File: config.mk
export PLATFORM = sky130hd
export DESIGN_NAME = wgc_arbiter
export DESIGN_NICKNAME = d
export VERILOG_FILES = /design/src/rtl/wgc_pkg.sv /design/src/rtl/wgc_cfg_reg.sv /design/src/rtl/wgc_budget.sv /design/src/rtl/wgc_prio_pick.sv /design/src/rtl/wgc_arbiter.sv
export SDC_FILE = /design/constraint.sdc
export NUM_CORES = 1
export LEC_CHECK = 0
export ABC_AREA = 1
export BUFFER_PORTS_ARGS = -buffer_cell sky130_fd_sc_hd__buf_4
export CAP_MARGIN = 10
export CORE_MARGIN = 2
export CORE_UTILIZATION = 51
export DETAILED_ROUTE_END_ITERATION = 16
export PLACE_DENSITY_LB_ADDON = 0.2
export SETUP_SLACK_MARGIN = 0.02
export SYNTH_ARGS = -nofsm -noshare
export SYNTH_HDL_FRONTEND = slang
export SYNTH_SLANG_ARGS = --single-unit
File: constraint.sdc
create_clock -name clk -period 2.65 [get_ports clk]
set_input_delay 0.53 -clock clk [delete_from_list [all_inputs] [get_ports clk]]
set_output_delay 0.53 -clock clk [all_outputs]
set_load 0.01 [all_outputs]
File: src/rtl/wgc_pkg.sv
package wgc_pkg;
    localparam int NREQ_DEF  = 3;
    localparam int CNT_W_DEF = 4;
    localparam int REG_W_DEF = 32;
    localparam int VIS_W     = 16;

    typedef enum int unsigned {
        SLOT_A = 0,
        SLOT_B = 1,
        SLOT_C = 2
    } slot_e;
endpackage

File: src/rtl/wgc_cfg_reg.sv
module wgc_cfg_reg #(
    parameter int NUM_REQ = wgc_pkg::NREQ_DEF,
    parameter int CNT_W   = wgc_pkg::CNT_W_DEF,
    parameter int REG_W   = wgc_pkg::REG_W_DEF
) (
    input  logic                       clk,
    input  logic                       rst_n,
    input  logic                       wr_en_i,
    input  logic [REG_W-1:0]           wr_data_i,
    input  logic                       lock_i,
    output logic [NUM_REQ*CNT_W-1:0]   fields_o,
    output logic [REG_W-1:0]           rd_data_o
);
    localparam int FW = NUM_REQ * CNT_W;

    typedef struct packed {
        logic [FW-1:0] fields;
        logic          locked;
    } cfg_state_t;

    cfg_state_t st_d, st_q;
    logic       wr_unused;

    assign wr_unused = ^wr_data_i[REG_W-1:FW];

    always_comb begin
        st_d = st_q;
        if (lock_i) begin
            st_d.locked = 1'b1;
        end
        if (wr_en_i && !st_q.locked && !lock_i) begin
            st_d.fields = wr_data_i[FW-1:0];
        end
    end

    always_ff @(posedge clk or negedge rst_n) begin
        if (!rst_n) begin
            st_q.fields <= '1;
            st_q.locked <= 1'b0;
        end else begin
            st_q <= st_d;
        end
    end

    always_comb begin
        rd_data_o = '0;
        for (int b = FW; b < wgc_pkg::VIS_W; b++) begin
            rd_data_o[b] = 1'b1;
        end
        rd_data_o[FW-1:0] = st_q.fields;
    end

    assign fields_o = st_q.fields;
endmodule

File: src/rtl/wgc_budget.sv
module wgc_budget #(
    parameter int CNT_W = wgc_pkg::CNT_W_DEF
) (
    input  logic             clk,
    input  logic             rst_n,
    input  logic             load_i,
    input  logic             dec_i,
    input  logic [CNT_W-1:0] init_i,
    output logic [CNT_W-1:0] cnt_o,
    output logic             nz_o
);
    typedef struct packed {
        logic [CNT_W-1:0] cnt;
    } bud_state_t;

    bud_state_t st_d, st_q;

    always_comb begin
        st_d = st_q;
        if (load_i) begin
            st_d.cnt = init_i;
        end else if (dec_i && (st_q.cnt != '0)) begin
            st_d.cnt = st_q.cnt - 1'b1;
        end
    end

    always_ff @(posedge clk or negedge rst_n) begin
        if (!rst_n) begin
            st_q.cnt <= '1;
        end else begin
            st_q <= st_d;
        end
    end

    assign cnt_o = st_q.cnt;
    assign nz_o  = |st_q.cnt;
endmodule

File: src/rtl/wgc_prio_pick.sv
module wgc_prio_pick #(
    parameter int N = wgc_pkg::NREQ_DEF
) (
    input  logic [N-1:0] elig_i,
    output logic [N-1:0] gnt_o
);
    always_comb begin
        gnt_o = '0;
        for (int i = 0; i < N; i++) begin
            if (elig_i[i]) begin
                gnt_o    = '0;
                gnt_o[i] = 1'b1;
            end
        end
    end
endmodule

File: src/rtl/wgc_arbiter.sv
module wgc_arbiter #(
    parameter int NUM_REQ = wgc_pkg::NREQ_DEF,
    parameter int CNT_W   = wgc_pkg::CNT_W_DEF,
    parameter int REG_W   = wgc_pkg::REG_W_DEF
) (
    input  logic               clk,
    input  logic               rst_n,
    input  logic [NUM_REQ-1:0] req_i,
    input  logic               accept_i,
    input  logic               cfg_wr_en_i,
    input  logic [REG_W-1:0]   cfg_wr_data_i,
    input  logic               cfg_lock_i,
    output logic [NUM_REQ-1:0] gnt_o,
    output logic [REG_W-1:0]   cfg_rd_data_o
);
    localparam int FW = NUM_REQ * CNT_W;

    logic [FW-1:0]      fields;
    logic [FW-1:0]      wcnt_flat;
    logic [NUM_REQ-1:0] nz;
    logic [NUM_REQ-1:0] elig;
    logic [NUM_REQ-1:0] gnt;
    logic               reload;

    wgc_cfg_reg #(
        .NUM_REQ (NUM_REQ),
        .CNT_W   (CNT_W),
        .REG_W   (REG_W)
    ) cfg_i (
        .clk       (clk),
        .rst_n     (rst_n),
        .wr_en_i   (cfg_wr_en_i),
        .wr_data_i (cfg_wr_data_i),
        .lock_i    (cfg_lock_i),
        .fields_o  (fields),
        .rd_data_o (cfg_rd_data_o)
    );

    assign elig   = req_i & nz;
    assign reload = ~|elig;

    for (genvar g = 0; g < NUM_REQ; g++) begin : g_budget
        wgc_budget #(
            .CNT_W (CNT_W)
        ) bud_i (
            .clk    (clk),
            .rst_n  (rst_n),
            .load_i (reload),
            .dec_i  (gnt[g] & accept_i),
            .init_i (fields[g*CNT_W +: CNT_W]),
            .cnt_o  (wcnt_flat[g*CNT_W +: CNT_W]),
            .nz_o   (nz[g])
        );
    end

    wgc_prio_pick #(
        .N (NUM_REQ)
    ) pick_i (
        .elig_i (elig),
        .gnt_o  (gnt)
    );

    assign gnt_o = gnt;
endmodule

# --- Word-level counts from Yosys, hierarchy flattened ---
# Cells that the tools add are included.
word_totals:
  word_cells: 38
  in_bits: 40
  register_bits: 25
  output_inout_bits: 35
op_classes:
  reduce_logical: 14
  addsub: 3
  muxes: 9
  n_eq_ne: 3
  bitwise: 4
op_table:
  columns: ["op", "count"]
  rows:
  - ["4-bit two-way mux", 6]
  - ["4-bit nonzero test", 3]
  - ["4-bit OR reduction", 3]
  - ["4-bit by 1-bit subtractor with 4-bit output (second input constant)", 3]
  - ["2-bit by 1-bit inequality test with 1-bit output (second input constant)", 3]
  - ["1-bit logical AND", 5]
  - ["1-bit bitwise AND", 3]
  - ["3-bit bitwise AND", 1]
  - ["3-bit two-way mux", 1]
  - ["3-bit OR reduction", 1]
  - ["1-bit logical NOT", 2]
  - ["2-bit two-way mux", 1]
  - ["1-bit two-way mux", 1]

# --- Logic depth before layout (Yosys ltp) ---
# Gate-level depths: netlist (run 1).
logic_depth:
  word_depth: 9
  depth_mapped: 10
  ltp_nobuf: 10

# --- Modules after synthesis ---
# A second synthesis (run 1) with hierarchy kept.
hier_totals:
  hier_cells: 255
  area_unflattened_um2: 1853.0
modules_own_cells:
  columns: ["module", "area_per_inst_um2", "seq_area_each_um2", "cells_per_inst", "instances"]
  rows:
  - ["wgc_budget", 299.0, 105.1, 45, 3]
  - ["wgc_cfg_reg", 873.3, 340.3, 101, 1]
  - ["wgc_arbiter", 55.1, 0.0, 14, 1]
  - ["wgc_prio_pick", 27.5, 0.0, 5, 1]

# --- Least setup slack after synthesis (run 1) ---
# OpenSTA, ideal clock, no wires.
synth_timing:
  path_type: "flip-flop to output port"
  from: "reg g_budget[1].bud_i.st_q, in the netlist g_budget[1].bud_i.cnt_o[0]"
  to: "out gnt_o[1]"
  path_stages_with_launch: 7
  required_ps: 2120
  t_arrival_ps: 1285
  path_buffers: 1
  path_slack_ps: 835
  path_cell_list: "dfstp_2 -> inv_1 -> ha_1 -> nand2_1 -> nand2_2 -> buf_6 -> nor2_1"
synth_between:
  elab_chain_cells: 4
synth_rtl:
  columns: ["item", "line", "rtl"]
  rows:
  - ["start: declaration", "wgc_budget.sv:16", "bud_state_t st_d, st_q;"]
  - ["start signal: assignment", "wgc_budget.sv:31", "st_q <= st_d;"]
  - ["4-bit OR reduction", "wgc_budget.sv:36", "assign nz_o = |st_q.cnt;"]
  - ["3-bit bitwise AND", "wgc_arbiter.sv:39", "assign elig = req_i & nz;"]
  - ["2-bit two-way mux", "wgc_prio_pick.sv:10", "if (elig_i[i]) begin"]
  - ["3-bit two-way mux", "wgc_prio_pick.sv:10", null]
  - ["end: declaration", "wgc_arbiter.sv:13", "output logic [NUM_REQ-1:0] gnt_o,"]
# Every way passes these cells.

# --- Worst setup path after layout (run 1) ---
# Same ends and word-level chain as after synthesis.

==> impl_metrics.ini, run 1 <==
[run_status]
status = completed

[sta]
tightest_slew_ns = 0.622
slew_headroom_pct = 58.4
slew_violations = 0
fmax_mhz = 423
min_period_ns = 2.36
post-route-period-util_pct = 89.1
rsz0062_at_grt = no
skew_ns = 0.00439
hold_violations = 0
setup_tns_ns = 0
setup_viol = 0

[global_routing]
grt_pass1_vias = 1160
grt_pass1_wl_um = 5260
antenna_found_initial = 0
grt_max_degree = 26
overflow = 0
track_usage_pct = 18.7

[power_and_ir_drop]
leakage_uw = 0.000954
p_per_area_nw_per_um2 = 847
ir_drop_uv = 384

[setup_path]
r2r-start = g_budget[1].bud_i.cnt_o[0]
cp_max_fo = 11
cp-start-kind = register
cp.required_ns = 2.12
worstSetupPathType = reg -> out
r2r-end = g_budget[0].bud_i.cnt_o[1]
r2r_cells = 9
worstPathArrival_ns = 1.83
cp-end-kind = primary output
r2r_slack_ns = 0.91

[clock_network]
path_clk_slew_ns = 0.13
clk_latency_ns = 0.32
root_buffer = clkbuf_4
tritoncts.num_buffers = 3
post_cts_resized = 0
cts_hold_buf = 0
postCtsSetupBuffers = 0
htreeDepth = 1
clkSinkCount = 25
clockBufferDepth = 2
cts_tree = yes

[yosys]
syn_area_per_cell_um2 = 8.11
synth-seq-cells = 25
ys_seq_area_share_pct = 38.9
synth_cells = 208
yosys-top-cells-count = nand2_1 (40), buf_4 (32), dfstp_2 (24), inv_1 (22)
synth_xor_xnor_area_share_pct = 1.04
yosysMostFrequentCell = nand2_1
ys_async_sr_fraction_pct = 100
synthSimpleGateAreaFrac_pct = 28.9
syn_area_um2 = 1690
synth_compound_area_share_pct = 3.26
ys_warn_count = 0
synth_edf_count = 0
synth_top_family_by_area = simple AND/OR/NAND/NOR gates
synthMuxAreaShare_pct = 2.67
synth-main-ff-cell = dfstp_2
synth_fa_ha_area_share_pct = 2.23
synth_top_area_cell = dfstp_2
yosysUniqueCellTypes = 25
ys_top_cells_by_area = dfstp_2 (37%), buf_4 (14%), nand2_1 (8.9%), nand3_1 (5.0%), inv_1 (4.9%)
synth_top_cell_area_share_pct = 37.4

[die]
die_w_um = 61.5
die-area_um2 = 3780
core_um2 = 3100
placementRows = 20
start_util_pct = 54.4
ios = 75
fp.dieH_um = 61.5

[final_layout]
antenna_cells = 0
fin_nets = 271
drive_above_1_share_pct = 36.6
final_area_um2 = 1810
area_growth_pct = 7.27

[placed_design]
gp_congestion = 0.844
dpl_cell_area_um2 = 1780
hpwl_um = 2190
io_buffers = 34

[route]
drtIter0Drc = 46
remaining_drc_errors = 0
postRouteWirelength_um = 2940
viasPerCell = 4.68
ant_nets = 0
num_vias = 1267
drt_pass1_iterations = 4
wl_per_cell_um = 10.8

[min_path]
hold_class = in -> async

[run]
maxCapViolations = 0
## routing by layer
layer	vias to the layer above	routed length, µm	GRT usage, %
li1	642	-	-
met1	566	1360	27.7
met2	55	1320	27.1
met3	4	213	3.15
met4	0	38	7.29
met5	-	0	0
## cell usage in the layout, fill, tap and decap left out
cell,instances
a21boi_0,1
a21oi_1,8
buf_4,34
clkbuf_4,3
clkinv_2,1
conb_1,20
dfrtp_1,1
dfstp_2,24
ha_1,3
inv_1,22
inv_2,4
mux2_2,4
nand2_1,40
nand2_2,5
nand2_4,2
nand3_1,17
nand3_2,3
nand3_4,1
nand4_1,11
nor2_1,17
nor2_2,2
o21bai_1,1
or2_0,1
xnor2_1,2
## cells by family (layout without fill, tap and decap cells)
group / after synthesis / after routing
flip-flops: 25 / 25
multiplexers: 4 / 4
other: 2 / 20
AO/OA/AOI/OAI: 10 / 10
buffers and inverters: 63 / 64
adder cells (fa/ha/maj): 3 / 3
XOR/XNOR: 2 / 2
AND/OR/NAND/NOR: 99 / 99
## critical path, stage by stage, from the launching register on
cell     delay [ns]
dfstp_2        0.57
inv_1          0.07
ha_1           0.23
nand2_1        0.09
nand2_2        0.17
nor2_1         0.22
buf_4          0.15
## how the worst max path moves through the flow
stage / startpoint / endpoint / slack, ns / depth (start not counted)
floorplan: g_budget[1].bud_i.cnt_o[0] / gnt_o[1] / 0.84 / 6
global placement: g_budget[1].bud_i.cnt_o[0] / gnt_o[1] / 0.68 / 6
detailed placement: g_budget[1].bud_i.cnt_o[0] / gnt_o[1] / 0.66 / 6
CTS: g_budget[1].bud_i.cnt_o[0] / gnt_o[1] / 0.27 / 6
global route: g_budget[1].bud_i.cnt_o[0] / gnt_o[1] / 0.14 / 6
finish: g_budget[1].bud_i.cnt_o[0] / gnt_o[1] / 0.29 / 6
## flip-flops by register name (all words and copies together), names as in the netlist
name                  flops
cfg_i.st_q                1
cfg_i.fields_o           12
g_budget.bud_i.cnt_o     12
## layout make-up
class,instances,area (µm²)
clock buffers,3,22.5
clock inverters,1,5.00
fillers,315,1290
inverters,26,97.6
multi-input cells,138,718
flip-flops and latches,25,656
well taps,44,55.1
repair buffers,34,255
## power by group
group / internal [µW] / switching, µW / leakage (µW) / total, µW
Sequential: 566 / 88.1 / 0.000261 / 654
Combinational: 283 / 422 / 0.000676 / 705
Clock: 56.7 / 118 / 0.0000177 / 174
## metrics by stage
stage               total power (µW)  setup WS, ns  hold slack, ns  utilization [%]  cells
floorplan                       1250         0.835           0.234                -    226
global route                    1700         0.140          0.0715             58.3    271
finish                          1530         0.288          0.0850             58.3    271
CTS                             1550         0.271          0.0776             58.3    271
global placement                1340         0.677           0.432             57.4    267
detailed placement              1360         0.657           0.434             57.4    267
Power figures use the tool's default switching activity.
==> inputs of run 2 (changes only) <==
--- a/config.mk
+++ b/config.mk
@@ -9,7 +9,7 @@
 export BUFFER_PORTS_ARGS = -buffer_cell sky130_fd_sc_hd__buf_4
 export CAP_MARGIN = 10
 export CORE_MARGIN = 2
-export CORE_UTILIZATION = 51
+export CORE_UTILIZATION = 29
 export DETAILED_ROUTE_END_ITERATION = 16
 export PLACE_DENSITY_LB_ADDON = 0.2
 export SETUP_SLACK_MARGIN = 0.02
==> run 2 against run 1 <==
- sequential cell count stayed put
- clock skew hardly changed
- setup slack better by 0.085 ns
- cell area is 2.9% higher
- sequential power hardly changed
- utilization is 25 points lower
- combinational power hardly changed
- largest power group unchanged
- die area is 70% higher
- first-iteration DRC count is 15% lower
- hold slack better by 0.066 ns
- critical endpoint unchanged
==> impl_metrics.ini, run 2 (synthesis results as in run 1) <==
[run_status]
status = completed

[setup_path]
cp.required_ns = 2.12
cp-start-kind = register
cp_max_fo = 11
r2r-start = g_budget[1].bud_i.cnt_o[0]
r2r_cells = 9
r2r_slack_ns = 0.92
critPathMaxStageDelay_ns = 0.55
worstPathArrival_ns = 1.75
cp_cell_sequence = inv_1, ha_1, nand2_1, nand2_2, nor2_1, buf_4
cp-end-kind = primary output
r2r-end = g_budget[0].bud_i.cnt_o[3]
worstSetupPathType = reg -> out
crit_slowest_cell = dfstp_2

[route]
wl_per_cell_um = 10.7
ant_nets = 0
drtIter0Drc = 39
drt_pass1_iterations = 4
remaining_drc_errors = 0
num_vias = 1239
viasPerCell = 4.14
postRouteWirelength_um = 3190

[final_layout]
stdcell_count = 299
drive_above_1_share_pct = 36.1
fin_nets = 271
area_growth_pct = 10.4
antenna_cells = 0
final_common_cell = nand2_1
final_cell_mix = nand2_1 (40), buf_4 (34), dfstp_2 (24)

[sta]
holdWs_ns = 0.151
slew_headroom_pct = 56.8
rsz0062_at_grt = no
setup_tns_ns = 0
setup_viol = 0
skew_ns = 0.00449
min_period_ns = 2.28
post-route-period-util_pct = 85.9
fmax_mhz = 439
hold_violations = 0
slew_violations = 0
tightest_slew_ns = 0.647

[global_routing]
grt_pass1_vias = 1233
grt_max_degree = 26
antenna_found_initial = 0
track_usage_pct = 10.9
overflow = 0
grt_pass1_wl_um = 5620

[die]
start_util_pct = 30.3
die-area_um2 = 6440
core_um2 = 5570
die_w_um = 80.3
ios = 75
placementRows = 27
fp.dieH_um = 80.3

[clock_network]
clkSinkCount = 25
clk_latency_ns = 0.26
path_clk_slew_ns = 0.09
postCtsSetupBuffers = 0
cts_hold_buf = 0
clockBufferDepth = 2
tritoncts.num_buffers = 3
root_buffer = clkbuf_8
post_cts_resized = 0
cts_tree = yes
htreeDepth = 1

[run]
maxCapViolations = 0

[power_and_ir_drop]
ir_drop_uv = 268
finalPower_uw = 1580
leakage_uw = 0.000959
p_per_area_nw_per_um2 = 850

[min_path]
hold_class = in -> async

[placed_design]
hpwl_um = 2390
gp_congestion = 0.863
dp.cells = 295
io_buffers = 34
[run 2: how the worst max path moves through the flow]
| stage | start | end | depth (start not counted) |
|---|---|---|---|
| finish | g_budget[1].bud_i.cnt_o[0] | gnt_o[1] | 6 |
| global route | g_budget[1].bud_i.cnt_o[0] | gnt_o[1] | 6 |
| CTS | g_budget[1].bud_i.cnt_o[0] | gnt_o[1] | 6 |
| detailed placement | g_budget[1].bud_i.cnt_o[0] | gnt_o[1] | 6 |
| global placement | g_budget[1].bud_i.cnt_o[0] | gnt_o[1] | 6 |
| floorplan | g_budget[1].bud_i.cnt_o[0] | gnt_o[1] | 6 |
[run 2: area by class of cell]
class,count,area (µm²)
Fill cell,592,3710
Clock buffer,4,45.0
Timing Repair Buffer,34,255
Tap cell,72,90.1
Sequential cell,25,656
Inverter,26,97.6
Multi-Input combinational cell,138,718
[run 2: worst max-delay path, delay by kind of cell, from the launching register on]
kind | cells | cell delay, ns
flops | 1 | 0.55
simple gates | 3 | 0.47
fa+ha+maj | 1 | 0.24
buf+inv | 2 | 0.21
[run 2: per-stage QoR]
stage | utilization [%] | instance area (µm²) | setup WS [ns]
final | 33.4 | 1860 | 0.373
after CTS | 33.4 | 1860 | 0.348
after detailed placement | 32.6 | 1820 | 0.644
after global routing | 33.4 | 1860 | 0.261
after global placement | 32.6 | 1820 | 0.651
after floorplan | - | 1750 | 0.835
[run 2: report_power, final]
part | switching [µW] | internal, µW
Sequential | 85.8 | 566
Combinational | 420 | 283
Clock | 120 | 107
[run 2: metal layers]
layer  up-vias  part of all wire (%)  global-route usage, %
met4         0                   1.5                   5.08
met1       556                    48                   14.1
li1        643                     -                      -
met5         -                     0                      0
met2        36                    46                   18.2
met3         4                   4.5                   1.12
